==> src/rtl/run_state_ctl.sv <==
module run_state_ctl #(
  parameter int IF_SETTLE  = 3,
  parameter int ENG_SETTLE = 3,
  parameter int BERR_W     = 4,
  parameter int ADDR_W     = 12
) (
  input  logic              clk,
  input  logic              rst_n,
  input  logic              eng_tick,
  input  logic              reg_wr,
  input  logic              reg_rd,
  input  logic [ADDR_W-1:0] reg_addr,
  input  logic [31:0]       reg_wdata,
  output logic [31:0]       reg_rdata,
  input  logic              master_ready,
  input  logic              out_not_empty,
  input  logic              in_not_empty,
  input  logic              out_full,
  input  logic              out_max_done,
  input  logic              in_max_done,
  input  logic              out_svc_evt,
  input  logic              in_svc_evt,
  input  logic [4:0]        core_err_evt,
  input  logic [BERR_W-1:0] bus_err_evt,
  output logic              out_push,
  output logic [31:0]       out_data,
  output logic              in_pop,
  input  logic [31:0]       in_data,
  output logic [1:0]        state_o,
  output logic              valid_o,
  output logic              eng_en,
  output logic              soft_rst,
  output logic              irq
);
  localparam logic [ADDR_W-1:0] A_STATE = ADDR_W'(12'h004);
  localparam logic [ADDR_W-1:0] A_SWRST = ADDR_W'(12'h00c);
  localparam logic [ADDR_W-1:0] A_OPS   = ADDR_W'(12'h018);
  localparam logic [ADDR_W-1:0] A_ERR   = ADDR_W'(12'h01c);
  localparam logic [ADDR_W-1:0] A_ERREN = ADDR_W'(12'h020);
  localparam logic [ADDR_W-1:0] A_OFIFO = ADDR_W'(12'h110);
  localparam logic [ADDR_W-1:0] A_IFIFO = ADDR_W'(12'h218);
  localparam logic [ADDR_W-1:0] A_BERR  = ADDR_W'(12'h404);
  localparam int IFW  = $clog2(IF_SETTLE + 1);
  localparam int ENW  = $clog2(ENG_SETTLE + 1);
  localparam logic [1:0] S_RESET = 2'd0;
  localparam logic [1:0] S_RUN   = 2'd1;

  logic [1:0]        cur, tgt;
  logic              valid, in_eng;
  logic [IFW-1:0]    cif;
  logic [ENW-1:0]    ceng;
  logic              svc_out, svc_in;
  logic [4:0]        cerr, cerr_en;
  logic [BERR_W-1:0] berr;

  wire sw_hit  = reg_wr && reg_addr == A_SWRST && reg_wdata[0];
  wire st_hit  = reg_wr && reg_addr == A_STATE && valid && reg_wdata[1:0] != 2'd2;
  wire ops_wr  = reg_wr && reg_addr == A_OPS;
  wire err_wr  = reg_wr && reg_addr == A_ERR;
  wire to_rst  = st_hit && reg_wdata[1:0] == S_RESET;

  always_ff @(posedge clk or negedge rst_n) begin
    if (!rst_n) begin
      cur <= S_RESET; tgt <= S_RESET; valid <= 1'b1; in_eng <= 1'b0;
      cif <= '0; ceng <= '0;
    end else if (sw_hit) begin
      cur <= S_RESET; tgt <= S_RESET; valid <= 1'b1; in_eng <= 1'b0;
      cif <= '0; ceng <= '0;
    end else if (st_hit) begin
      tgt <= reg_wdata[1:0]; valid <= 1'b0; in_eng <= 1'b0;
      cif <= '0; ceng <= '0;
    end else if (!valid) begin
      if (!in_eng) begin
        if (cif == IFW'(IF_SETTLE - 1)) in_eng <= 1'b1;
        else cif <= cif + 1'b1;
      end else if (eng_tick) begin
        if (ceng == ENW'(ENG_SETTLE - 1)) begin
          cur <= tgt; valid <= 1'b1; in_eng <= 1'b0;
        end else ceng <= ceng + 1'b1;
      end
    end
  end

  always_ff @(posedge clk or negedge rst_n) begin
    if (!rst_n) begin
      svc_out <= 1'b0; svc_in <= 1'b0; cerr <= '0; cerr_en <= '0;
      berr <= '0; soft_rst <= 1'b0;
    end else begin
      soft_rst <= sw_hit;
      if (sw_hit) begin
        svc_out <= 1'b0; svc_in <= 1'b0; cerr <= '0; cerr_en <= '0; berr <= '0;
      end else begin
        svc_out <= out_svc_evt | (svc_out & ~(ops_wr & reg_wdata[8]));
        svc_in  <= in_svc_evt  | (svc_in  & ~(ops_wr & reg_wdata[9]));
        cerr    <= core_err_evt | (cerr & ~({5{err_wr}} & reg_wdata[6:2]));
        if (reg_wr && reg_addr == A_ERREN) cerr_en <= reg_wdata[6:2];
        berr    <= bus_err_evt | (to_rst ? '0 : berr);
      end
    end
  end

  assign state_o  = cur;
  assign valid_o  = valid;
  assign eng_en   = cur == S_RUN;
  assign out_push = reg_wr && reg_addr == A_OFIFO && cur != S_RESET;
  assign out_data = reg_wdata;
  assign in_pop   = reg_rd && reg_addr == A_IFIFO;
  assign irq      = svc_out | svc_in | (|berr) | (|(cerr & cerr_en));

  wire [31:0] ops_word = {20'd0, in_max_done, out_max_done, svc_in, svc_out,
                          1'b0, out_full, in_not_empty, out_not_empty, 4'd0};

  always_comb begin
    unique case (reg_addr)
      A_STATE: reg_rdata = {27'd0, master_ready, 1'b0, valid, cur};
      A_OPS:   reg_rdata = ops_word;
      A_ERR:   reg_rdata = {25'd0, cerr, 2'd0};
      A_ERREN: reg_rdata = {25'd0, cerr_en, 2'd0};
      A_IFIFO: reg_rdata = in_data;
      A_BERR:  reg_rdata = 32'(berr);
      default: reg_rdata = 32'd0;
    endcase
  end
endmodule

==> config.mk <==
export PLATFORM = sky130hd
export DESIGN_NAME = run_state_ctl
export DESIGN_NICKNAME = d
export VERILOG_FILES = /design/src/rtl/run_state_ctl.sv
export SDC_FILE = /design/constraint.sdc
export NUM_CORES = 1
export LEC_CHECK = 0
export BUFFER_PORTS_ARGS = -buffer_cell sky130_fd_sc_hd__clkbuf_2
export CORE_MARGIN = 8
export CORE_UTILIZATION = 43
export DETAILED_ROUTE_END_ITERATION = 16
export GPL_TIMING_DRIVEN = 0
export PLACE_DENSITY = 0.83
export SLEW_MARGIN = 20
export SYNTH_ARGS = -nofsm -noshare
export SYNTH_HDL_FRONTEND = slang
export SYNTH_SLANG_ARGS = --single-unit
==> constraint.sdc <==
create_clock -name clk -period 2.8 [get_ports clk]
set_input_delay 0.28 -clock clk [delete_from_list [all_inputs] [get_ports clk]]
set_output_delay 0.28 -clock clk [all_outputs]
set_load 0.02 [all_outputs]
; ---- Yosys cells after proc, flatten, opt, wreduce, memory -nomap -nowiden
; Cells that the tools add are included.
; Widths: inputs -> output; s select.
[totals]
latchBits = 0
in_bits = 98
output_inout_bits = 72
romBits = 0
n_memories = 0
register_bits = 27
mem_bits_rw = 0
[op_classes]
shift = 0
n_reduce_logical = 26
n_bitwise = 17
mux = 40
addsub = 2
div_mod_pow = 0
mul = 0
n_eq_ne = 18
order_cmp = 0
[ops]
columns = op, count
row1 = $pmux 32 s6, 1
row2 = $mux 2, 19
row3 = $eq 12x5->1 const B, 2
row4 = $and 5x5->5, 3
row5 = $mux 1, 15
row6 = $mux 5, 3
row7 = $eq 12x10->1 const B, 1
row8 = $eq 12x11->1 const B, 1
row9 = $eq 12x3->1 const B, 1
row10 = $eq 12x4->1 const B, 1
row11 = $eq 12x6->1 const B, 1
row12 = $eq 12x9->1 const B, 1
row13 = $logic_and 1x1->1, 12
row14 = $reduce_bool 2->1, 6
row15 = $mux 4, 2
row16 = $ne 3x1->1 const B, 2
row17 = $ne 3x3->1 const B, 2
row18 = $reduce_bool 3->1, 2
row19 = $not 5->5, 1
row20 = $or 1x1->1, 5
row21 = $or 5x5->5, 1
row22 = $reduce_and 5->1, 1
row23 = $reduce_or 5->1, 1
row24 = $add 2x1->2 const B, 2
row25 = other kinds (11), 17

; ---- Longest topological paths before layout
; Gate-level depths: netlist (run 1).
[logic_depth]
word_depth = 8
ltp_mapped = 8
depth_no_buf = 6

; ---- Worst setup path before layout (run 1)
; No wires, ideal clock.
[synth_timing]
kind = input to output
start = input reg_addr[5]
end = output reg_rdata[5]
n_path_buf = 0
arrival_ns = 1.976
required_ns = 2.520
slack_ns = 0.544
cell_stages = 4
cell_sequence = or4b_1 -> or2_2 -> or3_1 -> o21ai_0
[synth_via]
elab_chain_cells = 2
elab_cells_between_ends = 7
classes_between = 6 x eq/ne / 1 x mux
[synth_lines]
columns = element, line
row1 = from (decl), 12  ; input logic [ADDR_W-1:0] reg_addr,
row2 = "$eq 12x11->1, or another cell as far along", 114  ; unique case (reg_addr)
row3 = $pmux 32 s6 *, 114
row4 = to (decl), 14  ; output logic [31:0] reg_rdata,
; Every way passes the cells marked *; elsewhere a longest branch is shown, timed or not.

; ---- Worst setup path after layout (run 1)
[layout_timing]
start = input reg_addr[5]
end = output reg_rdata[10]
; Same word-level chain as after synthesis.

==> results of run 1 <==
## final cells by class
| type | count | area (sq um) | share of cell area |
|---|---|---|---|
| buffer | 41 | 292 | 0.0977 |
| clock buffer | 3 | 41.3 | 0.0138 |
| clock inverter | 1 | 5.00 | 0.00168 |
| inverter | 20 | 87.6 | 0.0294 |
| multi-input combinational | 157 | 1070 | 0.359 |
| sequential | 27 | 677 | 0.227 |
| tap | 67 | 83.8 | 0.0281 |
| timing repair buffer | 145 | 726 | 0.243 |
## cell families after synthesis
family	Yosys count
and+or+nand+nor	89
buffers and inverters	61
AOI/OAI and AO/OA	56
DFF	27
muxes	8
xor gates and xnor gates	2
adders and majority gates	2
## metal layers
layer	vias to the layer above	wire [um]	GRT usage
met5	-	0	0
met4	0	197	0.0798
met3	13	749	0.0416
met2	117	3920	0.360
met1	1063	2760	0.205
li1	1144	-	-
## power groups by stage
stage	clock network [mW]	logic, mW	registers [mW]
final	0.219	0.305	0.460
after global routing	0.239	0.339	0.465
after CTS	0.225	0.310	0.460
after detailed placement	0	0.307	0.468
after global placement	0	0.295	0.464
after floorplan	0	0.174	0.467
## worst max-delay path, cell delays in order
cell	delay (ps)
clkbuf_2	140
or4b_1	560
or2_2	330
nor4_2	420
buf_2	320
a22o_1	180
clkbuf_2	170
## cells in the final DEF, fill, tap and decap left out, types with 5 or more instances in the layout
cell type,count
inv_1,19
nor3_1,6
o21ai_0,13
clkbuf_2,145
a22o_1,11
buf_4,32
and2_1,23
nand2_1,6
a21oi_1,11
clkbuf_1,5
dfrtp_1,26
nor4_1,6
nor2_1,15
## worst paths after layout
path	from	end	cells past startpoint
hold / removal	rst_n	state_o[1]$_DFFE_PN0P_	1
min in group clk	core_err_evt[2]	cerr[2]$_DFF_PN0_	3
setup reg to reg	valid_o$_DFF_PN1_	tgt[1]$_DFFE_PN0P_	5
max in group asynchronous	rst_n	cerr[3]$_DFF_PN0_	1
setup / recovery	reg_addr[5]	reg_rdata[10]	7
hold reg to reg	cerr_en[3]$_DFFE_PN0P_	cerr_en[3]$_DFFE_PN0P_	1
## per-stage QoR
stage / setup WS [ps] / total power, mW
floorplan: 544 / 0.642
global placement: 132 / 0.760
detailed placement: 130 / 0.775
CTS: 117 / 0.995
global route: 20.9 / 1.04
finish: 115 / 0.984
## sequential cells by signal, indices dropped and copies added, names as in the netlist, 2 cells and up
| signal | flops |
|---|---|
| cerr | 5 |
| cerr_en | 5 |
| berr | 4 |
| ceng | 2 |
| cif | 2 |
| state_o | 2 |
| tgt | 2 |
==> results, run 1 <==
- The final HPWL from detailed placement is 6480 um.
- In this run the mean area of a mapped cell was 8.68 sq um.
- The fraction of the mapped netlist area in compound gates is 0.191.
- The initial core utilization is 0.447.
- Input and output buffers added on the ports amount to 145.
- In this run the core area contains 25 standard-cell rows.
- The part of the Yosys area used for sequential elements is 0.318.
- Data arrives at the worst endpoint at 2400 ps.
- TritonCTS built the clock tree.
- Of the post-synthesis cell area, the part taken by muxes is 0.0400.
- Buffers inserted during clock tree synthesis total 3.
- For this run the aggregate overflow at the end of global routing stands at 0.
- The number of fill cells in the layout is around 430.
- The endpoint type of the worst setup path is an output pin.
- By area the synthesized netlist is led by dfrtp_1, buf_4, and2_1.
- Of all flip-flops after synthesis, the portion carrying an async set or reset was 1.00.
- Of the total synthesized cell area, the portion taken by full adders, half adders and majority gates is 0.0118.
- The most common flop cell mapped by yosys is dfrtp_1.
- The final cycle utilization of the critical path is 0.959.
- The area added between synthesis and finish is 40.2%.
- The first global-routing pass estimated around 12000 um of wire.
- The final design area excluding fillers is 0.00298 sq mm.
- Between clock sinks in the finished design, the worst skew comes to between 3 and 4 ps.
- The slack of the worst reg-to-reg path is 1210 ps.
- The filler-free cell count of the finished design is 461.
- The flow ran to the end, and the final reports show no timing, DRC or antenna violations.
- For this run, design rule violations remaining after detail routing come to 0.
- Of the total power, combinational logic draws 0.310.
- At the end of the flow, the number of nets in the layout was 495.
- The mapped cell area is ~0.0021 sq mm.
- Synthesis produced 245 cells.
- Across the VDD grid, the largest voltage drop is between 0.4 and 0.5 mV.
- The floorplan step set the die height to around 86 um.
- Of the total synthesized cell area, the portion taken by XOR and XNOR cells is 0.00824.
- The Yosys step of the flow raised 0 warnings.
- The area of the core is 0.00475 sq mm.
- The leakage dissipation is around 1.6 nW.
- The post-cts gate resize count is 0.
- The antenna cell count is 0.
- The clock tree root driver cell is clkbuf_8.
- For the pin with the worst max-slew slack, the measured transition is 967 ps.
- The worst hold slack across all endpoints is 27.5 ps.
- The cell total after placement is 457.
- The net switching share of the total power is 0.318.
- Dividing the detail-routed wire length by the instance count gives 16.5 um.
- The classification of the worst-slack hold path is input pin to asynchronous set/reset pin.
- The final critical path time including I/O delays and setup is 2680 ps.
- The clock network latency to the later pin of the worst-skew pair is 270 ps.
- The total via count in the routed design is 2337.
- The maximum net fanout on the critical path is 10.
- The die footprint is 0.00745 sq mm.
- The initial antenna violation count came to 0.
- CTS built an H-tree with a depth of 1.
- The count of hold buffers inserted by post-cts repair is 0.
- The total power divided by cell area is roughly 330 mW/mm^2.
- The longest clock path from root to sink contains 2 buffers.
- Synthesis inferred 27 register bits.
- The number of setup buffers added after CTS is 0.
- The number of hold violations in the final report was 0.
- In this run the remaining antenna-violating nets after routing total 0.
- The number of global-route vias before repair is approximately 2.4k.
- The internal power summed over all cells is 0.671 mW.
- The final estimated routing congestion in global placement is 0.894.
- By count the netlist is led by buf_4, dfrtp_1, and2_1.
- Setup repair after global routing left no endpoint under its margin.
- For this run, the total global-route usage over all layers was measured as 0.194.
- The total length of routed wires is 7620 um.
- dfrtp_1 takes more of the synthesized area than any other cell.
- The dominant cell by count in the synthesized netlist is buf_4.
- The total negative slack is 0 ps.
- The count of final max-slew check failures came to 0.
- The floorplan die width is 86.3 um.
- In the final layout, the share of cells above drive strength 1 is 0.500.
- Static timing analysis puts the maximum clock frequency at approximately 370 MHz.
- The share of the core filled with cells is 0.627.
- The total iterations of the first detailed-routing run is 4.
- The area fraction of the dominant cell type after synthesis is 0.306.
- The synthesized net count is ~350.
- The category of the most critical setup path is input pin to output pin.
- The data required time of the critical path is about 2500 ps.
- In the routed layout, each cell is associated on average with a via count of 5.07.
- The dominant combinational cell family by area after synthesis is simple AND/OR/NAND/NOR gates.
- Setup violations remaining at the end of the flow were counted as 0.
- The headroom to the max-slew limit is 0.349.
- The count of maximum capacitance violations is 0.
- The clock transition time at the flip-flop clock pins of the worst setup and hold paths is 90 ps.
- Yosys mapped the design onto 53 distinct sky130hd cell types.
- For this block, the initial DRC count from the detailed router was 187.
- The switching power total is 0.313 mW.
- Entering global routing, the biggest net connects 28 pins.
- The fraction of power consumed by the clock network is 0.222.
- The area fraction in and, or, nand and nor cells after synthesis is 0.252.
- The number of synthesized flops with an enable pin is 0.
- The instance area at placement is approximately 0.0029 sq mm.
- The sequential fraction of design power is 0.467.
- The number of sinks on the clock net is 27.
- STA classifies the critical path startpoint as an input pin.
- The number of top-level pins is 170.
(Power assumes the default switching activity.)
==> run 2: changes to the inputs <==
--- a/config.mk
+++ b/config.mk
@@ -6,11 +6,13 @@
 export NUM_CORES = 1
 export LEC_CHECK = 0
 export BUFFER_PORTS_ARGS = -buffer_cell sky130_fd_sc_hd__clkbuf_2
+export CELL_PAD_IN_SITES_DETAIL_PLACEMENT = 1
+export CELL_PAD_IN_SITES_GLOBAL_PLACEMENT = 2
 export CORE_MARGIN = 8
-export CORE_UTILIZATION = 43
+export CORE_UTILIZATION = 21
 export DETAILED_ROUTE_END_ITERATION = 16
 export GPL_TIMING_DRIVEN = 0
-export PLACE_DENSITY = 0.83
+export PLACE_DENSITY = 0.8
 export SLEW_MARGIN = 20
 export SYNTH_ARGS = -nofsm -noshare
 export SYNTH_HDL_FRONTEND = slang
==> run 2 against run 1 <==
Worst hold slack gained 14 ps. Setup slack gained 20 ps. Combinational power grew 4%. Critical path type unchanged. Via count grew 2.7%. Register-to-register slack lost 60 ps. Sequential cell count is the same.
==> results, run 2 (synthesis results as in run 1) <==
- The worst clock skew came to 2.41 ps (was 3.20 ps).
- The headroom to the max-slew limit came to 0.522 (was 0.349).
- The TritonCTS clock tree is done (unchanged).
- The total power draw is 1.01 mW (was 0.984 mW).
- Largest registers ranked by flip-flop count: cerr x5, cerr_en x5, berr x4 (unchanged).
- The transition time at the pin with the least slew margin is 718 ps (was 967 ps).
- The start point of the critical path is reg_addr[5] (unchanged).
- The final-stage net count came to 495 (unchanged).
- The final cycle utilization of the critical path is 0.952 (was 0.959).
- The peak clock frequency supported by timing came to 375 MHz (was 372 MHz).
- The total iterations of the first detailed-routing run is 4 (unchanged).
- The layout cell share with drive strength beyond 1 was 0.508 (was 0.500).
- The number of setup buffers added after CTS is 0 (unchanged).
- The clock network latency to the later pin of the worst-skew pair is 280 ps (was 270 ps).
- The quantity of I/O buffers inserted on ports is 145 (unchanged).
- The initial core utilization is 0.217 (was 0.447).
- The die footprint is 0.0136 sq mm (was 0.00745 sq mm).
- The commonest non-fill, non-tap cell in the layout is clkbuf_2 (unchanged).
- The maximum count of clock buffers along a single path came to 2 (unchanged).
- The number of hold violations in the final report is 0 (unchanged).
- The detailed router's first-iteration violation count was 85 (was 187).
- The number of CTS-inserted buffers was 3 (unchanged).
- The height of the die was 117 um (was 86.3 um).
- The total number of placement rows is 36 (was 25).
- The count of final max-slew check failures is 0 (unchanged).
- The count of maximum capacitance violations is 0 (unchanged).
- The wire length of the first global-routing pass is 13900 um (was 11700 um).
- The depth of the worst register-to-register path came to 5 (unchanged).
- The count of hold buffers inserted by post-cts repair was 0 (unchanged).
- Result of the run: completed (unchanged).
- The total length of routed wires is 9570 um (was 7620 um).
- The type of element launching the critical path is an input pin (unchanged).
- The clock tree root driver cell is clkbuf_8 (unchanged).
- The data required time of the critical path is 2520 ps (about the same).
- The number of top-level pins was 170 (unchanged).
- The number of H-tree levels is 1 (unchanged).
- The endpoint type of the worst setup path is an output pin (unchanged).
- The instance area at placement is 0.00302 sq mm (was 0.00294 sq mm).
- The final critical path time including I/O delays and setup is 2660 ps (was 2680 ps).
- The floorplan die width is 117 um (was 86.3 um).
- The area added between synthesis and finish was 45.2% (was 40.2%).
- The final HPWL from detailed placement was 8310 um (was 6480 um).
- The area of the core is 0.00982 sq mm (was 0.00475 sq mm).
- The classification of the worst-slack hold path was input pin to asynchronous set/reset pin (unchanged).
- The clock transition time at the flip-flop clock pins of the worst setup and hold paths is 100 ps (was 90 ps).
- The via density per instance came to 4.55 (was 5.07).
- The critical path endpoint is reg_rdata[0] (was reg_rdata[10]).
- The initial antenna violation count was 0 (unchanged).
- The category of the most critical setup path is input pin to output pin (unchanged).
- The all-layer global routing usage is 0.132 (was 0.194).
- The antenna cell count is 0 (unchanged).
- The cell total after placement was 523 (was 457).
- The average wire per cell in the routed design is 18.2 um (was 16.5 um).
- The number of DRC violations after detailed routing came to 0 (unchanged).
- The setup violation total in the final timing report is 0 (unchanged).
- The arrival time at the worst endpoint is 2380 ps (was 2400 ps).
- The number of routed nets with antenna violations is 0 (unchanged).
- The beginning of the worst register-to-register path was valid_o$_DFF_PN1_ (unchanged).
- The number of sinks on the clock net is 27 (unchanged).
- The maximum net fanout on the critical path was 10 (unchanged).
- Top library cells by usage in the layout, fill and taps aside: clkbuf_2, buf_4, dfrtp_1 (unchanged).
- The critical register-to-register path endpoint is tgt[1]$_DFFE_PN0P_ (unchanged).
- The total via count in the routed design is 2399 (was 2337).
- The largest vdd supply drop is 0.222 mV (was 0.479 mV).
- The final design area excluding fillers came to 0.00309 sq mm (was 0.00298 sq mm).
- The final estimated routing congestion in global placement is 0.844 (was 0.894).
- The aggregate global routing overflow is 0 (unchanged).
- The leakage dissipation is 1.60 nW (was 1.59 nW).
- The share of the core filled with cells is 0.314 (was 0.627).
- The post-cts gate resize count was 1 (was 0).
- The worst hold slack across all endpoints is 42.0 ps (was 27.5 ps).
- The total power divided by cell area is 327 mW/mm^2 (was 330 mW/mm^2).
- The filler-free cell count of the finished design came to 527 (was 461).
- The slack of the worst reg-to-reg path is 1150 ps (was 1210 ps).
- The number of global-route vias before repair is 2635 (was 2421).
- Unrepaired setup endpoints after global routing: no (unchanged).
- The largest net degree at the start of global routing is 28 (unchanged).
run 2: worst max-delay path, cell delays in order:
cell and delay [ps]:
clkbuf_2 150, or4b_1 580, or2_2 340, nor4_4 340, clkbuf_4 300, a32o_1 190, clkbuf_2 190
run 2: worst min-delay path by stage:
stage | end | slack, ps | depth (start not counted)
floorplan | berr[0]$_DFF_PN0_ | -20 | 0
global placement | cerr[1]$_DFF_PN0_ | 360 | 1
detailed placement | cerr[1]$_DFF_PN0_ | 370 | 1
CTS | state_o[1]$_DFFE_PN0P_ | 60 | 1
global route | state_o[1]$_DFFE_PN0P_ | 90 | 1
finish | cerr_en[0]$_DFFE_PN0P_ | 40 | 1
run 2: layout make-up:
| class | instances | area, sq um |
|---|---|---|
| buffer | 41 | 297 |
| sequential | 27 | 677 |
| clock inverter | 1 | 7.51 |
| inverter | 20 | 87.6 |
| timing repair buffer | 145 | 726 |
| tap | 133 | 166 |
| multi-input combinational | 157 | 1090 |
| clock buffer | 3 | 41.3 |
| fill | 1225 | 6730 |
run 2: routing by layer:
| layer | vias up | part of all wire | global-route usage |
|---|---|---|---|
| met5 | - | 0 | 0 |
| met4 | 0 | 0.020 | 0.0358 |
| met3 | 16 | 0.11 | 0.0372 |
| met2 | 128 | 0.48 | 0.242 |
| met1 | 1119 | 0.39 | 0.144 |
| li1 | 1136 | - | - |
run 2: report_power, final:
group	switching [mW]	internal, mW
Sequential	0.0356	0.426
Clock	0.131	0.101
Combinational	0.169	0.148
run 2: through the flow:
step                setup TNS [ps]  setup slack (ps)
floorplan                        0               544
finish                           0               135
global route                     0              19.4
CTS                              0              87.4
global placement             -91.5             -40.3
detailed placement            -126             -47.0
==> run 3: changes to the inputs <==
--- a/config.mk
+++ b/config.mk
@@ -12,7 +12,7 @@
 export CORE_UTILIZATION = 21
 export DETAILED_ROUTE_END_ITERATION = 16
 export GPL_TIMING_DRIVEN = 0
-export PLACE_DENSITY = 0.8
+export PLACE_DENSITY_LB_ADDON = 0.1
 export SLEW_MARGIN = 20
 export SYNTH_ARGS = -nofsm -noshare
 export SYNTH_HDL_FRONTEND = slang
==> run 3 against run 2 <==
Cell count is the same. Clock power up 6%. Non-clock buffer count stayed put. Sequential share of layout area rose by 0.053 points. Count of clock-buffer cells in the layout is the same. Largest cell class unchanged. Largest power group unchanged. Highest routed layer unchanged.
==> results, run 3 (synthesis results as in run 1) <==
- The detailed router's first-iteration violation count is 69 (was 85).
- The final HPWL from detailed placement is 8160 um (was 8310 um).
- The floorplan die width is 117 um (unchanged).
- Result of the run: completed (unchanged).
- The total via count in the routed design is 2348 (was 2399).
- The depth of the worst register-to-register path is 5 (unchanged).
- The sequential fraction of design power came to 0.450 (was 0.456).
- The via density per instance came to 4.46 (was 4.55).
- The aggregate global routing overflow came to 0 (unchanged).
- The worst hold slack across all endpoints is 24.6 ps (was 42.0 ps).
- The final cycle utilization of the critical path is 0.945 (was 0.952).
- The transition time at the pin with the least slew margin is 1030 ps (was 718 ps).
- The number of hold violations in the final report is 0 (unchanged).
- The leakage dissipation is 1.60 nW (about the same).
- The count of final max-slew check failures is 0 (unchanged).
- The largest net degree at the start of global routing came to 28 (unchanged).
- The quantity of I/O buffers inserted on ports was 145 (unchanged).
- The wire length of the first global-routing pass is 14300 um (was 13900 um).
- Top library cells by usage in the layout, fill and taps aside: clkbuf_2, buf_4, dfrtp_1 (unchanged).
- The beginning of the worst register-to-register path is valid_o$_DFF_PN1_ (unchanged).
- The count of hold buffers inserted by post-cts repair was 0 (unchanged).
- The internal power summed over all cells is 0.677 mW (was 0.675 mW).
- The cell with the most instances on the worst path is clkbuf_2 (unchanged).
- The proportion of power drawn by combinational gates is 0.307 (was 0.314).
- The number of fill cells in the layout was 1235 (was 1225).
- The clock network latency to the later pin of the worst-skew pair is 290 ps (was 280 ps).
- The number of sinks on the clock net is 27 (unchanged).
- The number of DRC violations after detailed routing is 0 (unchanged).
- The maximum net fanout on the critical path is 10 (unchanged).
- The number of top-level pins came to 170 (unchanged).
- The category of cells accounting for the largest share of critical-path delay is simple AND/OR/NAND/NOR gates (unchanged).
- The switching power total came to 0.338 mW (was 0.336 mW).
- The number of H-tree levels is 1 (unchanged).
- The slack of the worst reg-to-reg path came to 1170 ps (was 1150 ps).
- The category of the most critical setup path is input pin to output pin (unchanged).
- The fraction of power consumed by the clock network was 0.243 (was 0.230).
- The stage delay of the slowest cell on the critical path is 560 ps (was 580 ps).
- The endpoint type of the worst setup path is an output pin (unchanged).
- The area of the core is 0.00982 sq mm (unchanged).
- The antenna cell count is 0 (unchanged).
- The count of maximum capacitance violations is 0 (unchanged).
- The largest vdd supply drop was 0.190 mV (was 0.222 mV).
- The final critical path time including I/O delays and setup is 2650 ps (was 2660 ps).
- The setup violation total in the final timing report is 0 (unchanged).
- The type of element launching the critical path is an input pin (unchanged).
- The total number of placement rows came to 36 (unchanged).
- The peak clock frequency supported by timing was 378 MHz (was 375 MHz).
- The number of global-route vias before repair is 2670 (was 2635).
- The final design area excluding fillers is 0.00308 sq mm (was 0.00309 sq mm).
- The cell total after placement is 523 (unchanged).
- The maximum count of clock buffers along a single path came to 2 (unchanged).
- The height of the die is 117 um (unchanged).
- The area added between synthesis and finish came to 44.8% (was 45.2%).
- The classification of the worst-slack hold path is input pin to asynchronous set/reset pin (unchanged).
- The combined buffer and inverter count along the critical path was 3 (unchanged).
- The net switching share of the total power is 0.333 (about the same).
- Ordered list of cells on the worst path: clkbuf_2 > or4b_1 > or2_2 > nor4_4 > clkbuf_4 > a32o_1 > clkbuf_2 (unchanged).
- The all-layer global routing usage is 0.134 (was 0.132).
- The final estimated routing congestion in global placement is 0.798 (was 0.844).
- The initial antenna violation count came to 0 (unchanged).
- The cell with the biggest individual delay on the critical path is or4b_1 (unchanged).
- The die footprint is 0.0136 sq mm (unchanged).
- The commonest non-fill, non-tap cell in the layout is clkbuf_2 (unchanged).
- The instance area at placement is 0.00302 sq mm (unchanged).
- The clock tree root driver cell is clkbuf_8 (unchanged).
- The total negative slack is 0 ps (unchanged).
- The average wire per cell in the routed design came to 17.9 um (was 18.2 um).
- The total iterations of the first detailed-routing run is 4 (unchanged).
- The final-stage net count is 495 (unchanged).
- The total length of routed wires is 9440 um (was 9570 um).
- The number of routed nets with antenna violations was 0 (unchanged).
- Unrepaired setup endpoints after global routing: no (unchanged).
- The critical register-to-register path endpoint is tgt[1]$_DFFE_PN0P_ (unchanged).
- The headroom to the max-slew limit came to 0.306 (was 0.522).
- The arrival time at the worst endpoint is 2370 ps (was 2380 ps).
- The initial core utilization was 0.217 (unchanged).
- The worst clock skew was 2.52 ps (was 2.41 ps).
- The layout cell share with drive strength beyond 1 is 0.500 (was 0.508).
- The data required time of the critical path is 2520 ps (about the same).
- The clock transition time at the flip-flop clock pins of the worst setup and hold paths is 110 ps (was 100 ps).
- The number of CTS-inserted buffers is 3 (unchanged).
- The TritonCTS clock tree is done (unchanged).
- The filler-free cell count of the finished design is 527 (unchanged).
- Largest registers ranked by flip-flop count: cerr x5, cerr_en x5, berr x4 (unchanged).
- The total power divided by cell area came to 330 mW/mm^2 (was 327 mW/mm^2).
==> run 3: how the worst max path moves through the flow <==
stage | start | to | slack [ps] | cells after the start
global route | reg_addr[5] | reg_rdata[21] | 20 | 7
CTS | reg_addr[5] | reg_rdata[0] | 90 | 7
finish | reg_addr[5] | reg_rdata[0] | 150 | 7
detailed placement | reg_addr[5] | reg_rdata[0] | -50 | 7
global placement | reg_addr[5] | reg_rdata[0] | -40 | 7
floorplan | reg_addr[5] | reg_rdata[5] | 540 | 4
==> run 3: layer usage <==
metal	vias up	share of wire	GRT usage
met2	119	0.46	0.236
met5	-	0	0
met4	0	0.0047	0.0230
met3	4	0.13	0.0455
met1	1086	0.40	0.155
li1	1139	-	-
==> run 3: layout make-up <==
| type | count | area, sq um | share of cell area |
|---|---|---|---|
| plain buffers | 41 | 294 | 0.0955 |
| clock buffers | 3 | 41.3 | 0.0134 |
| clock inverters | 1 | 8.76 | 0.00284 |
| inverters | 20 | 87.6 | 0.0284 |
| multi-input cells | 157 | 1080 | 0.351 |
| flip-flops and latches | 27 | 677 | 0.220 |
| well taps | 133 | 166 | 0.0540 |
| repair buffers | 145 | 726 | 0.236 |
==> run 3: timing repair <==
action	CTS	global route
setup buffers	0	0
resized for setup	1	1
endpoints found under the setup margin	13	2
cloned	0	0
hold endpoints to repair	0	0
==> run 3: metrics by stage <==
step	util	total power [mW]	setup slack (ps)
2_1_floorplan	-	0.642	544
3_3_place_gp	0.307	0.773	-40.8
3_5_place_dp	0.307	0.784	-49.3
4_1_cts	0.313	1.04	86.3
5_1_grt	0.314	1.08	23.1
6_report	0.314	1.02	154
==> run 3: power groups by stage <==
stage	Sequential [mW]	Clock [mW]	Combinational (mW)
floorplan	0.467	0	0.174
global placement	0.464	0	0.309
detailed placement	0.466	0	0.318
CTS	0.458	0.256	0.321
global route	0.464	0.269	0.352
finish	0.457	0.247	0.312
